==> src/rtl/elev_pkg.sv <==
package elev_pkg;

    // Car sequencing states
    typedef enum logic [1:0] {
        ST_REST = 2'd0,
        ST_RISE = 2'd1,
        ST_LOWER = 2'd2,
        ST_HOLD = 2'd3
    } car_state_e;

    // Relation of target floor to present floor
    typedef enum logic [1:0] {
        REL_SAME  = 2'd0,
        REL_ABOVE = 2'd1,
        REL_BELOW = 2'd2
    } floor_rel_e;

    // Drive bundle decoded from the state
    typedef struct packed {
        logic up;
        logic dn;
        logic open;
        logic hold;
    } car_drive_t;

    function automatic car_drive_t drive_of(car_state_e s);
        car_drive_t d;
        d = '0;
        case (s)
            ST_REST:  d.open = 1'b1;
            ST_RISE:  d.up   = 1'b1;
            ST_LOWER: d.dn   = 1'b1;
            ST_HOLD: begin
                d.open = 1'b1;
                d.hold = 1'b1;
            end
            default:  d = '0;
        endcase
        return d;
    endfunction

endpackage

==> src/rtl/floor_cmp.sv <==
module floor_cmp
    import elev_pkg::*;
#(
    parameter int FW = 4
) (
    input  logic [FW-1:0] req,
    input  logic [FW-1:0] cur,
    output floor_rel_e    rel
);
    // Unsigned magnitude comparison of target against present floor
    always_comb begin
        if (req > cur)
            rel = REL_ABOVE;
        else if (req < cur)
            rel = REL_BELOW;
        else
            rel = REL_SAME;
    end
endmodule

==> src/rtl/dwell_timer.sv <==
module dwell_timer #(
    parameter int DWELL = 10
) (
    input  logic clk,
    input  logic rst,
    input  logic run,
    output logic done
);
    localparam int            TW    = $clog2(DWELL + 1);
    localparam logic [TW-1:0] CMAX  = '1;
    localparam logic [TW-1:0] LIMIT = TW'(DWELL);

    logic [TW-1:0] cnt;

    always_ff @(posedge clk) begin
        if (rst || !run)
            cnt <= '0;
        else if (cnt != CMAX)
            cnt <= cnt + 1'b1;
    end

    assign done = (cnt >= LIMIT);

    AST_TMR_CLEAR: assert property (@(posedge clk) disable iff (rst)
        !run |=> (cnt == '0));
    AST_TMR_STEP: assert property (@(posedge clk) disable iff (rst)
        (run && cnt != CMAX) |=> (cnt == $past(cnt) + 1'b1));
    AST_TMR_SAT: assert property (@(posedge clk) disable iff (rst)
        (run && cnt == CMAX) |=> (cnt == CMAX));
endmodule

==> src/rtl/car_seq.sv <==
module car_seq
    import elev_pkg::*;
(
    input  logic       clk,
    input  logic       rst,
    input  floor_rel_e rel,
    input  logic       dwell_done,
    output car_state_e state
);
    car_state_e nxt;

    always_comb begin
        nxt = state;
        unique case (state)
            ST_REST: begin
                if (rel == REL_ABOVE)
                    nxt = ST_RISE;
                else if (rel == REL_BELOW)
                    nxt = ST_LOWER;
                else
                    nxt = ST_REST;
            end
            ST_RISE:  nxt = (rel == REL_ABOVE) ? ST_RISE : ST_HOLD;
            ST_LOWER: nxt = (rel == REL_BELOW) ? ST_LOWER : ST_HOLD;
            ST_HOLD:  nxt = dwell_done ? ST_REST : ST_HOLD;
            default:  nxt = ST_REST;
        endcase
    end

    always_ff @(posedge clk) begin
        if (rst)
            state <= ST_REST;
        else
            state <= nxt;
    end

    AST_REST_START: assert property (@(posedge clk) disable iff (rst)
        (state == ST_REST && rel == REL_ABOVE) |=> (state == ST_RISE));
    AST_RISE_ARRIVE: assert property (@(posedge clk) disable iff (rst)
        (state == ST_RISE && rel != REL_ABOVE) |=> (state == ST_HOLD));
    AST_LOWER_KEEP: assert property (@(posedge clk) disable iff (rst)
        (state == ST_LOWER && rel == REL_BELOW) |=> (state == ST_LOWER));
    AST_HOLD_EXIT: assert property (@(posedge clk) disable iff (rst)
        (state == ST_HOLD && dwell_done) |=> (state == ST_REST));
endmodule

==> src/rtl/lift_car_ctrl.sv <==
module lift_car_ctrl
    import elev_pkg::*;
#(
    parameter int FW    = 4,
    parameter int DWELL = 10
) (
    input  logic          clk,
    input  logic          rst,
    input  logic [FW-1:0] req_floor,
    input  logic [FW-1:0] cur_floor,
    output logic          motor_up,
    output logic          motor_dn,
    output logic          door_open
);
    floor_rel_e rel;
    car_state_e state;
    car_drive_t drv;
    logic       dwell_done;

    floor_cmp #(.FW(FW)) u_cmp (
        .req (req_floor),
        .cur (cur_floor),
        .rel (rel)
    );

    dwell_timer #(.DWELL(DWELL)) u_tmr (
        .clk  (clk),
        .rst  (rst),
        .run  (drv.hold),
        .done (dwell_done)
    );

    car_seq u_seq (
        .clk        (clk),
        .rst        (rst),
        .rel        (rel),
        .dwell_done (dwell_done),
        .state      (state)
    );

    assign drv       = drive_of(state);
    assign motor_up  = drv.up;
    assign motor_dn  = drv.dn;
    assign door_open = drv.open;

    AST_MOTOR_EXCL: assert property (@(posedge clk) disable iff (rst)
        !(motor_up && motor_dn));
    AST_DOOR_SAFE: assert property (@(posedge clk) disable iff (rst)
        door_open |-> !(motor_up || motor_dn));
    AST_RISE_OUT: assert property (@(posedge clk) disable iff (rst)
        (motor_up && req_floor > cur_floor) |=> motor_up);
endmodule

==> config.mk <==
export PLATFORM = sky130hd
export DESIGN_NAME = lift_car_ctrl
export DESIGN_NICKNAME = d
export VERILOG_FILES = /design/src/rtl/elev_pkg.sv /design/src/rtl/floor_cmp.sv /design/src/rtl/dwell_timer.sv /design/src/rtl/car_seq.sv /design/src/rtl/lift_car_ctrl.sv
export SDC_FILE = /design/constraint.sdc
export NUM_CORES = 1
export LEC_CHECK = 0
export BUFFER_PORTS_ARGS = -buffer_cell sky130_fd_sc_hd__buf_2
export CAP_MARGIN = 25
export CORE_AREA = 2 2 39 41
export DETAILED_ROUTE_END_ITERATION = 10
export DIE_AREA = 0 0 41 43
export GPL_ROUTABILITY_DRIVEN = 0
export HOLD_SLACK_MARGIN = 0.12
export PLACE_DENSITY = 0.68
export SLEW_MARGIN = 10
export SYNTH_ARGS = -nofsm -noshare
export SYNTH_HDL_FRONTEND = slang
export SYNTH_HIERARCHICAL = 1
export SYNTH_SLANG_ARGS = --single-unit
==> constraint.sdc <==
create_clock -name clk -period 1.9 [get_ports clk]
set_input_delay 0.285 -clock clk [delete_from_list [all_inputs] [get_ports clk]]
set_output_delay 0.285 -clock clk [all_outputs]
set_load 0.005 [all_outputs]
After elaboration in Yosys (flattened, before gate mapping)
Cells that the tools add are included.
{"block": "word_totals", "reg_bits": 6, "inputBits": 10, "output_inout_bits": 3, "word_cells": 28}
{"block": "classes", "addsub": 1, "n_lt_le_gt_ge": 3, "n_eq_ne": 6, "mux": 12, "n_reduce_logical": 4}
{"operator": "2-bit 2-to-1 mux", "n": 6}
{"operator": "2-bit one-hot mux with 4 select lines", "n": 1}
{"operator": "2-bit equality test (second input constant)", "n": 3}
{"operator": "1-bit 2-to-1 mux", "n": 5}
{"operator": "4-bit by 1-bit adder with 4-bit output (second input constant)", "n": 1}
{"operator": "2-bit by 1-bit equality test with 1-bit output (second input constant)", "n": 2}
{"operator": "4-bit greater-or-equal comparator (second input constant)", "n": 1}
{"operator": "4-bit greater-than comparator", "n": 1}
{"operator": "4-bit less-than comparator", "n": 1}
{"operator": "4-bit != test (second input constant)", "n": 1}
{"operator": "2-bit logical NOT", "n": 1}
{"operator": "2-bit OR reduction", "n": 1}
{"operator": "1-bit logical NOT", "n": 1}
{"operator": "1-bit logical OR", "n": 1}

Longest topological paths before layout
{"block": "depth", "ltp_word": 7, "depth_mapped": 7, "mapped_depth_nobuf": 7}

Cells and area by module
Netlist, hierarchy kept.
{"module": "dwell_timer", "instances": 1, "cells_per_inst": 23, "area_each_um2": 227.7, "seq_area_each_um2": 80.1}
{"module": "floor_cmp", "instances": 1, "cells_per_inst": 15, "area_each_um2": 113.9, "seq_area_each_um2": 0.0}
{"module": "car_seq", "instances": 1, "cells_per_inst": 10, "area_each_um2": 97.6, "seq_area_each_um2": 40.0}
{"module": "lift_car_ctrl", "instances": 1, "cells_per_inst": 5, "area_each_um2": 45.0, "seq_area_each_um2": 0.0}

Worst setup path before layout
Ideal clock, no wire load.
{"block": "synth_path", "path_kind": "in2reg", "start": "input cur_floor[3]", "end": "register u_seq.state[1]", "setup_ns": 0.122, "t_arrival_ns": 1.446, "required_time_ns": 1.778, "path_slack_ns": 0.332, "cell_stages": 7, "n_path_buf": 0, "path_cell_list": "inv_1 ha_1 nand2_1 o21bai_1 a2bb2oi_1 or3b_1 o311a_1"}
{"block": "synth_between", "elab_cells_between_ends": 10, "cone_classes": "2 x order compare; 2 x eq/ne; 6 x mux"}
{"element": "from (decl)", "line_no": "lift_car_ctrl.sv:10", "rtl": "input logic [FW-1:0] cur_floor,"}
{"element": "4-bit greater-than comparator (*)", "line_no": "floor_cmp.sv:12", "rtl": "if (req > cur)"}
{"element": "2-bit 2-to-1 mux (*)", "line_no": "floor_cmp.sv:12"}
{"element": "named net rel[0]", "line_no": "lift_car_ctrl.sv:15", "rtl": "floor_rel_e rel;"}
{"element": "2-bit equality test", "line_no": "car_seq.sv:18", "rtl": "else if (rel == REL_BELOW)"}
{"element": "2-bit 2-to-1 mux", "line_no": "car_seq.sv:18"}
{"element": "2-bit 2-to-1 mux", "line_no": "car_seq.sv:16", "rtl": "if (rel == REL_ABOVE)"}
{"element": "2-bit one-hot mux with 4 select lines (*)", "line_no": "car_seq.sv:14", "rtl": "unique case (state)"}
{"element": "to (signal assigned)", "line_no": "car_seq.sv:34", "rtl": "state <= nxt;"}
{"element": "to (decl)", "line_no": "car_seq.sv:8", "rtl": "output car_state_e state"}
Mark *: on every way through the listed nets, which the timed path passes. The rest lies on a longest branch.
A chain may end at the register's enable or synchronous reset.

Final worst setup path
{"block": "layout_path", "start": "input req_floor[3]", "end": "register u_seq.state[1]"}
{"block": "layout_between", "elab_cells_between_ends": 10, "cone_classes": "2 x order compare; 2 x eq/ne; 6 x mux"}
{"element": "from (decl)", "line_no": "lift_car_ctrl.sv:9", "rtl": "input logic [FW-1:0] req_floor,"}
{"element": "4-bit greater-than comparator (*)", "line_no": "floor_cmp.sv:12"}
{"element": "2-bit 2-to-1 mux (*)", "line_no": "floor_cmp.sv:12"}
{"element": "named net rel[0]", "line_no": "lift_car_ctrl.sv:15"}
{"element": "2-bit equality test", "line_no": "car_seq.sv:18"}
{"element": "2-bit 2-to-1 mux", "line_no": "car_seq.sv:18"}
{"element": "2-bit 2-to-1 mux", "line_no": "car_seq.sv:16"}
{"element": "2-bit one-hot mux with 4 select lines (*)", "line_no": "car_seq.sv:14"}
Marks and branches as above.

==> impl_results.md <==
- Die Width: 41 um
- Maximum net fanout on the critical path: 4
- Crit path depth: 7
- Pwr per Cell Area: roughly 600 nW/um2
- Cts hold-fix bufs: 0
- Nets: slightly below 90
- Post-Syn Instances: 53
- ANT cells: 0
- CTS Buffer Depth: 2
- Design area: around 570 um2
- Status: completed
- Clock sink count: 6
- Largest stage delay, worst path: 0.38 ns
- # resized after CTS: 0
- Top-area cell type share of the netlist area: 0.2481
- Final WL: roughly 790 um
- Mapped Avg Cell Area: approximately 9 um2
- Netlist cell types: 25
- Final Hold Vio Count: 0
- Area Growth Syn to Fin: 17.83%
- Clock Tree Root: clkbuf_4
- H-tree levels: 1
- PortBufs: 12
- Share of post-route cells with drive strength above 1: 0.3030
- Leak pwr: 0.2900 nW
- Violation count after the first detailed-route iteration: 4
- Layout Utilization: 0.4123
- Setup TNS: 0 ns
- Synthesized cell area: around 480 um2
- Tot GR Track Use: 0.1074
- CTS tree: yes
- Synthesized Nets: roughly 70
- Setup violations, final: 0
- Initial antenna violation count: 0
- Clk Latency, worst-skew pair: 0.24 ns
- Max Slew Vio Count: 0
- Crit-path cells: buf_2, ha_1, nand2_1, o21bai_1, a2bb2oi_1, or3b_1, o311a_1
- Slew Limit Headroom: 0.8144
- Place WS: around 0.14 ns
- Post-Route Skew: around 0.0027 ns
- Total CTS buffers: 3
- Final period util: 0.7925
- Via density: 4.890
- Max-Cap Viols: 0
- Worst setup margin: around 0.4 ns
- Via count: approximately 400
- Top area cells in the synthesized netlist: dfxtp_1, ha_1, inv_1
- Initial Util: 0.3499
- DR DRC count: 0
- Worst vdd ir: 0.2245 mV
- Crit start category: input pin
- Crit-path leading delay family: compound AO/OA/AOI/OAI gates
- Post-DP HPWL: 599.2 um
- Yosys reg bits: 6
- # Post-CTS Setup Buffers: 0
- Vias in the first global route: 354
- Detail Route Antenna Nets: 0
- Sequential fraction of the synthesis area: 0.2481
- Gr ovfl total: 0
- Total core area: ~1400 um2
- Crit Path Class: input pin to flop
- Largest net degree at the start of global routing: 10
- Pwr Total: 0.3463 mW
- CP bufs+invs: 1
- DRT Pass-1 Iters: 3
- Global-route wire length before repair: 1.304 mm
- Hold path depth: 3
- Row cnt: 14
- Worst r2r path cells: 5
- RSZ-0062 raised after global routing: false
- Die Ht: approximately 43 um
- Worst min path class: input pin to flop
- Critical path capture point type: flop
- Critical path's slowest cell: or3b_1
- Critical Path AT: between 1.5 and 2 ns
- Critical Path RT: ~2.0 ns
- Total number of yosys warnings: 6
- I/O pin total: 13
- Maximum clock rate: 664.1 MHz
- Slew at the pin closest to its max-slew limit: ~0.28 ns
- Placed cell areas: 548.0 um2
- Minimum clock period: roughly 1.5 ns
- Synth area leader: dfxtp_1
- Die area: ~1800 um2
- Reg clk slew, reported paths: roughly 0.05 ns
- Drt wl/cell: roughly 9.6 um
## flip-flops by register name, indices dropped and copies added, names as in the netlist
name / flops
u_seq/state: 2
u_tmr/cnt: 4
## cells in the final DEF, fill, tap and decap left out, types with 2 or more instances in the layout
| master | n |
|---|---|
| a21oi_1 | 3 |
| a31o_2 | 2 |
| a31oi_1 | 2 |
| and2_1 | 2 |
| buf_2 | 12 |
| clkbuf_4 | 3 |
| dfxtp_1 | 6 |
| ha_1 | 9 |
| inv_1 | 8 |
| nand2_1 | 2 |
| nand4_1 | 2 |
| o311a_1 | 2 |
## Yosys cell counts
cell type	n
a211oi_2	1
a21oi_1	3
a2bb2oi_1	1
a31o_2	2
a31oi_1	2
and2_1	2
and3b_2	1
and4b_1	1
buf_6	1
clkbuf_2	1
dfxtp_1	6
ha_1	9
inv_1	8
nand2_1	2
nand2b_1	1
nand4_1	2
nor2_1	1
nor2b_1	1
nor2b_4	1
nor3_1	1
o21bai_1	1
o311a_1	2
o31a_1	1
or3_1	1
or3b_1	1
## layout make-up
cell class / instances / area [um2]
Clock buffer: 3 / 22.52
Fill cell: 148 / 813.3
Inverter: 8 / 30.03
Multi-Input combinational cell: 37 / 317.8
Sequential cell: 6 / 120.1
Tap cell: 16 / 20.02
Timing Repair Buffer: 12 / 60.06
## worst paths after layout
check / startpoint / to / slack (ns)
max: req_floor[3] / u_seq/state[1] / 0.39
max reg2reg: u_tmr/cnt[0] / u_seq/state[0] / 0.51
min reg2reg: u_tmr/cnt[1] / u_tmr/cnt[1] / 0.56
min: rst / u_seq/state[1] / 0.32
## metal layers
layer | routed length, um | vias up | global-route usage
met1 | 390 | 175 | 0.1125
met2 | 363 | 9 | 0.1781
li1 | - | 217 | -
met3 | 34 | 0 | 0.03141
met5 | 0 | - | 0
met4 | 0 | 0 | 0.06000
## report_power, final
part | switching (mW) | internal, mW
Clock | 0.0428 | 0.0712
Combinational | 0.0345 | 0.0484
Sequential | 0.0151 | 0.134
Total | 0.0924 | 0.254
## stage by stage
step,hold WS (ns),cells
3_5_place_dp,0.5526,79
3_3_place_gp,0.5489,79
4_1_cts,0.3172,82
2_1_floorplan,0.4558,53
6_report,0.3218,82
5_1_grt,0.3310,82
## cell families after synthesis
logic type	synth area share
compound gates	0.2119
fa+ha+maj	0.2326
buf+inv	0.09560
flops	0.2481
simple gates	0.2119
## worst min-delay path: cells and delay by family
kind / cells / cell delay (ns)
AOI/OAI and AO/OA: 2 / 0.15
buffers and inverters: 1 / 0.08
No activity file was read; power rests on OpenSTA's default activity.
